===== config.mk =====
export PLATFORM = sky130hd
export DESIGN_NAME = sharer_ack_tracker
export DESIGN_NICKNAME = d
export VERILOG_FILES = /design/src/rtl/sharer_pkg.sv /design/src/rtl/sharer_vec.sv /design/src/rtl/req_classifier.sv /design/src/rtl/ack_counter.sv /design/src/rtl/sharer_ack_tracker.sv
export SDC_FILE = /design/constraint.sdc
export NUM_CORES = 1
export LEC_CHECK = 0
export BUFFER_PORTS_ARGS = -buffer_cell sky130_fd_sc_hd__buf_4
export CAP_MARGIN = 20
export CORE_MARGIN = 2
export CORE_UTILIZATION = 53
export CTS_CLUSTER_SIZE = 20
export DETAILED_ROUTE_END_ITERATION = 12
export GPL_ROUTABILITY_DRIVEN = 0
export PLACE_DENSITY = 0.86
export SETUP_SLACK_MARGIN = 0.02
export SYNTH_ARGS = -nofsm -noshare
export SYNTH_HDL_FRONTEND = slang
export SYNTH_HIERARCHICAL = 1
export SYNTH_SLANG_ARGS = --single-unit
export TNS_END_PERCENT = 5

===== constraint.sdc =====
create_clock -name clk -period 9.88 [get_ports clk]
set_clock_uncertainty 0.2 [all_clocks]
set_input_delay 1.976 -clock clk [delete_from_list [all_inputs] [get_ports clk]]
set_output_delay 1.976 -clock clk [all_outputs]
set_load 0.01 [all_outputs]

===== src/rtl/sharer_pkg.sv =====
package sharer_pkg;

    localparam logic [2:0] RQ_READ    = 3'd0;
    localparam logic [2:0] RQ_FETCH   = 3'd1;
    localparam logic [2:0] RQ_WRITE   = 3'd2;
    localparam logic [2:0] RQ_UPGRADE = 3'd3;
    localparam logic [2:0] RQ_PUTBACK = 3'd4;

    typedef enum logic [2:0] {
        EV_READ      = 3'd0,
        EV_FETCH     = 3'd1,
        EV_WRITE     = 3'd2,
        EV_UPGRADE   = 3'd3,
        EV_PUTBACK   = 3'd4,
        EV_PUT_STALE = 3'd5,
        EV_RSVD      = 3'd6,
        EV_ILLEGAL   = 3'd7
    } evt_e;

    typedef struct packed {
        logic add;
        logic rm;
        logic clr;
        logic own;
    } edit_cmd_t;

endpackage


===== src/rtl/sharer_vec.sv =====
module sharer_vec #(
    parameter int N_L1 = 8,
    parameter int ID_W = $clog2(N_L1),
    parameter int CW   = $clog2(N_L1 + 1)
) (
    input  logic                   clk,
    input  logic                   rst,
    input  sharer_pkg::edit_cmd_t  cmd,
    input  logic [ID_W-1:0]        id,
    output logic [N_L1-1:0]        vec,
    output logic [ID_W-1:0]        owner,
    output logic [CW-1:0]          count,
    output logic                   hit
);
    logic [N_L1-1:0] id_bit;

    assign id_bit = N_L1'(1) << id;
    assign hit    = |(vec & id_bit);

    always_comb begin
        count = '0;
        for (int i = 0; i < N_L1; i++) begin
            count = count + CW'(vec[i]);
        end
    end

    always_ff @(posedge clk) begin
        if (rst) begin
            vec   <= '0;
            owner <= '0;
        end else if (cmd.own) begin
            vec   <= id_bit;
            owner <= id;
        end else if (cmd.clr) begin
            vec <= '0;
        end else if (cmd.rm) begin
            vec <= vec & ~id_bit;
        end else if (cmd.add) begin
            vec <= vec | id_bit;
        end
    end
endmodule


===== src/rtl/req_classifier.sv =====
module req_classifier #(
    parameter int N_L1  = 8,
    parameter int ID_W  = $clog2(N_L1),
    parameter int CW    = $clog2(N_L1 + 1),
    parameter int CNT_W = CW + 1
) (
    input  logic [2:0]              req_type,
    input  logic [ID_W-1:0]         id,
    input  logic [N_L1-1:0]         vec,
    input  logic [CW-1:0]           count,
    input  logic                    hit,
    output sharer_pkg::evt_e        evt,
    output logic signed [CNT_W-1:0] ack,
    output logic [N_L1-1:0]         fwd_mask,
    output logic [N_L1-1:0]         repl_mask
);
    import sharer_pkg::*;

    logic signed [CNT_W-1:0] neg_cnt;

    assign neg_cnt   = -$signed({1'b0, count});
    assign fwd_mask  = vec & ~(N_L1'(1) << id);
    assign repl_mask = vec;

    always_comb begin
        case (req_type)
            RQ_READ:    evt = EV_READ;
            RQ_FETCH:   evt = EV_FETCH;
            RQ_WRITE:   evt = EV_WRITE;
            RQ_UPGRADE: evt = hit ? EV_UPGRADE : EV_WRITE;
            RQ_PUTBACK: evt = hit ? EV_PUTBACK : EV_PUT_STALE;
            default:    evt = EV_ILLEGAL;
        endcase
    end

    always_comb begin
        case (evt)
            EV_WRITE:   ack = neg_cnt + $signed(CNT_W'(hit));
            EV_UPGRADE: ack = neg_cnt + $signed(CNT_W'(1));
            default:    ack = '0;
        endcase
    end
endmodule


===== src/rtl/ack_counter.sv =====
module ack_counter #(
    parameter int CW    = 4,
    parameter int CNT_W = CW + 1
) (
    input  logic                    clk,
    input  logic                    rst,
    input  logic                    load,
    input  logic [CW-1:0]           load_val,
    input  logic                    ack_valid,
    input  logic signed [CNT_W-1:0] ack_count,
    output logic signed [CNT_W-1:0] pend,
    output logic                    all_done,
    output logic                    partial
);
    logic signed [CNT_W-1:0] remain;

    assign remain   = pend - ack_count;
    assign all_done = ack_valid && (remain == '0);
    assign partial  = ack_valid && (remain != '0);

    always_ff @(posedge clk) begin
        if (rst) begin
            pend <= '0;
        end else if (load) begin
            pend <= $signed({1'b0, load_val});
        end else if (ack_valid) begin
            pend <= remain;
        end
    end
endmodule


===== src/rtl/sharer_ack_tracker.sv =====
module sharer_ack_tracker #(
    parameter int N_L1  = 8,
    parameter int ID_W  = $clog2(N_L1),
    parameter int CNT_W = $clog2(N_L1 + 1) + 1
) (
    input  logic                    clk,
    input  logic                    rst,
    input  logic [2:0]              req_type,
    input  logic [ID_W-1:0]         req_id,
    input  logic                    add_sharer,
    input  logic                    rm_sharer,
    input  logic                    clr_sharers,
    input  logic                    own_set,
    input  logic                    repl_start,
    input  logic                    ack_valid,
    input  logic signed [CNT_W-1:0] ack_count,
    output logic [2:0]              event_code,
    output logic signed [CNT_W-1:0] resp_ack,
    output logic [N_L1-1:0]         inv_fwd_mask,
    output logic [N_L1-1:0]         inv_repl_mask,
    output logic [N_L1-1:0]         sharers,
    output logic [ID_W-1:0]         owner_id,
    output logic signed [CNT_W-1:0] pend_acks,
    output logic                    acks_all,
    output logic                    acks_some
);
    import sharer_pkg::*;

    localparam int CW = CNT_W - 1;

    edit_cmd_t       cmd;
    logic [CW-1:0]   sh_count;
    logic            sh_hit;
    evt_e            evt;

    assign cmd = '{add: add_sharer, rm: rm_sharer, clr: clr_sharers, own: own_set};

    sharer_vec #(.N_L1(N_L1), .ID_W(ID_W), .CW(CW)) u_vec (
        .clk   (clk),
        .rst   (rst),
        .cmd   (cmd),
        .id    (req_id),
        .vec   (sharers),
        .owner (owner_id),
        .count (sh_count),
        .hit   (sh_hit)
    );

    req_classifier #(.N_L1(N_L1), .ID_W(ID_W), .CW(CW), .CNT_W(CNT_W)) u_cls (
        .req_type  (req_type),
        .id        (req_id),
        .vec       (sharers),
        .count     (sh_count),
        .hit       (sh_hit),
        .evt       (evt),
        .ack       (resp_ack),
        .fwd_mask  (inv_fwd_mask),
        .repl_mask (inv_repl_mask)
    );

    assign event_code = evt;

    ack_counter #(.CW(CW), .CNT_W(CNT_W)) u_ack (
        .clk       (clk),
        .rst       (rst),
        .load      (repl_start),
        .load_val  (sh_count),
        .ack_valid (ack_valid),
        .ack_count (ack_count),
        .pend      (pend_acks),
        .all_done  (acks_all),
        .partial   (acks_some)
    );
endmodule


==> flow_metrics.env <==
export IMPL_p_leak_nw=0.997
export IMPL_hold_viol=0
export IMPL_synth_area_sq_um=1590
export IMPL_cts_path_max_buffers=2
export IMPL_whs_endpoint="u_ack/pend[4]"
export IMPL_rows=19
export IMPL_hold_path_class="flip-flop to flip-flop"
export IMPL_die_x_um=58.7
export IMPL_min_path_cells=2
export IMPL_cts_setup_buffers=0
export IMPL_port_buffers=60
export IMPL_cts_htree_levels=1
export IMPL_setup_violations=0
export IMPL_fin_crit_sh=0.667
export IMPL_dr_max_layer_used="met4"
export IMPL_slowest_stage="fa_1"
export IMPL_violations="DRC"
export IMPL_r2r_start="u_vec/vec[0]"
export IMPL_gr_usage_all_layers=0.223
export IMPL_setup_slack_ns=3.29
export IMPL_power_mw=0.183
export IMPL_clock_latency_ns=0.28
export IMPL_cp_required_ns=7.70
export IMPL_via_count=1575
export IMPL_max_cap_violations=0
export IMPL_worst_path_most_repeated_cell="inv_1"
export IMPL_fill_cells=240
export IMPL_met3_length_um=311
export IMPL_core_sq_um=2810
export IMPL_sw_frac_of_total=0.329
export IMPL_die_y_um=58.7
export IMPL_setup_tns_ns=0
export IMPL_antenna_found_initial=0
export IMPL_initial_utilization=0.565
export IMPL_relSlewSlack=0.656
export IMPL_drive_gt1_frac=0.293
export IMPL_syn2layout_area_growth_pct=26.5
export IMPL_met2_wirelength_um=1900
export IMPL_first_pass_iters=8
export IMPL_design_area_sq_um=2010
export IMPL_synth_cells=199
export IMPL_hpwl_um=2920
export IMPL_nets=281
export IMPL_cts_root_buf="clkbuf_4"
export IMPL_ctsHoldBuffers=0
export IMPL_syn_nets=233
export IMPL_cts_sinks=16
export IMPL_remaining_drc_errors=5
export IMPL_yosysSeqAreaShare=0.202
export IMPL_grt_overflow_total=0
export IMPL_io_pins=61
export IMPL_dp_worst_setup_slack_ns=3.65
export IMPL_power_density_nw_per_um2=91.4
export IMPL_layout_common_cells="buf_4, inv_1, nor2_1, dfxtp_1, a21oi_1"
export IMPL_final_antenna_net_count=0
export IMPL_antennaDiodeCount=0
export IMPL_r2r_slack_ns=6.33
export IMPL_grt_pass1_wl_um=6040
export IMPL_internal_power_mw=0.123
export IMPL_r2r_cells=11
export IMPL_critical_path_class="flip-flop to output port"
export IMPL_syn_avg_cell_area_sq_um=7.97
export IMPL_power_frac_seq=0.383
export IMPL_ctsResizeCount=0
export IMPL_crit_chain="inv_1 -> fa_1 -> fa_1 -> fa_1 -> inv_1 -> ha_1 -> inv_1 -> fa_1 -> inv_1 -> inv_1 -> ha_1 -> ha_1 -> o21ai_1 -> a21oi_1 -> a21oi_1 -> o211a_1 -> buf_4"
export IMPL_switchingPower_mw=0.0604
export IMPL_crit_path_end_kind="output port"
export IMPL_cts_tree="yes"
export IMPL_start_kind="flip-flop"
export IMPL_yosys_register_bits=16
export IMPL_wire_per_inst_um=13.8
export IMPL_first_global_vias=1401
export IMPL_cts_buffers=3
export IMPL_async_reset_ff_frac=0
export IMPL_ys_dominant_reg_cell="dfxtp_1"
export IMPL_vdd_drop_max_mv=0.0755
export IMPL_min_from="u_ack/pend[4]"
export IMPL_min_period_ns=6.59
export IMPL_max_freq_ghz=0.152
export IMPL_status="finished with violations"
export IMPL_fp_dieArea_sq_um=3440
export IMPL_power_frac_clock=0.237
export IMPL_yosysWarnings=6
export IMPL_max_stage_delay_ns=0.55
export IMPL_final_common_cell="buf_4"
export IMPL_slew_viol_final=0
export IMPL_utilization=0.715
export IMPL_dpl_cell_area_sq_um=1970
export IMPL_rr_endpoint="u_ack/pend[2]"
export IMPL_clk_pin_slew_ns=0.10
export IMPL_synth_cell_types=52
export IMPL_crit_fanout=6
export IMPL_grt_max_degree=19
export IMPL_drt_iter0_drc=77
export IMPL_arrival_ns=4.42
export IMPL_comb_power_share=0.379
export IMPL_wl_met1_um=1610
export IMPL_synth_edf_count=0
export IMPL_vias_per_cell=5.69
export IMPL_rsz0062_at_grt="false"
export IMPL_wl_um=3830
export IMPL_worstMarginPinSlew_ns=0.513
-- cell usage after synthesis (3+ instances only) --
cell type / instances / area [sq um]
buf_4: 8 / 60.1
inv_1: 31 / 116
o311ai_0: 4 / 35.0
a21oi_1: 14 / 70.1
fa_1: 5 / 100
ha_1: 10 / 125
nor2_1: 16 / 60.1
mux2i_1: 7 / 70.1
o21ai_1: 3 / 15.0
dfxtp_1: 16 / 320
clkbuf_1: 5 / 18.8
o21a_1: 3 / 22.5
nand2_1: 8 / 30.0
o21ai_0: 3 / 15.0
buf_2: 3 / 15.0
o41ai_1: 3 / 26.3
nand3_1: 4 / 20.0
nor2b_1: 4 / 25.0
and2_1: 4 / 25.0
xnor2_1: 3 / 26.3
nand2b_1: 4 / 25.0
-- cell type report --
cell class	instances	area [sq um]	share of cell area
Timing Repair Buffer	60	450	0.225
Multi-Input combinational cell	135	1040	0.520
Inverter	31	116	0.0580
Sequential cell	16	320	0.160
Tap cell	31	38.8	0.0193
Clock buffer	4	36.3	0.0181
-- power groups by stage --
stage | combinational, mW | sequential, mW | clock [mW]
after floorplan | 0.0439 | 0.0724 | 0
after global placement | 0.0671 | 0.0718 | 0
after detailed placement | 0.0686 | 0.0719 | 0
after CTS | 0.0692 | 0.0704 | 0.0452
after global routing | 0.0763 | 0.0708 | 0.0469
final | 0.0695 | 0.0703 | 0.0435
-- registers in the layout (all words and copies together), names as in the netlist --
register and flops:
u_vec/vec 8, u_ack/pend 5, u_vec/owner 3
-- routing by layer --
metal	up-vias	track usage
met3	2	0.0484
met2	61	0.376
met5	-	0
met4	0	0.0422
met1	726	0.297
li1	786	-
-- cell families after synthesis --
logic type               synth area share
buffers and inverters               0.140
AO/OA/AOI/OAI                       0.246
adder cells (fa/ha/maj)             0.142
multiplexers                       0.0513
XOR/XNOR                           0.0363
AND/OR/NAND/NOR                     0.182
flip-flops                          0.202
-- metrics by stage --
| stage | instances | hold WS (ns) |
|---|---|---|
| global route | 277 | 0.325 |
| finish | 277 | 0.303 |
| floorplan | 199 | 0.302 |
| global placement | 273 | 0.277 |
| CTS | 277 | 0.310 |
| detailed placement | 273 | 0.287 |
-- worst max-delay path: cells and delay by family, from the launching register on --
| kind | cells | cell delay, ns |
|---|---|---|
| fa+ha+maj | 7 | 2.59 |
| buf+inv | 6 | 0.57 |
| compound gates | 4 | 0.52 |
| flops | 1 | 0.44 |
-- worst max path at each step --
stage | from | endpoint | slack [ns] | cells after the start
finish | u_vec/vec[0] | resp_ack[4] | 3.29 | 17
global placement | u_vec/vec[0] | resp_ack[4] | 3.71 | 17
CTS | u_vec/vec[0] | resp_ack[4] | 3.29 | 17
detailed placement | u_vec/vec[0] | resp_ack[4] | 3.65 | 17
global route | u_vec/vec[0] | resp_ack[4] | 3.05 | 17
floorplan | u_vec/vec[0] | resp_ack[2] | 3.92 | 15
Note: power is estimated with default switching activity, not from simulation.
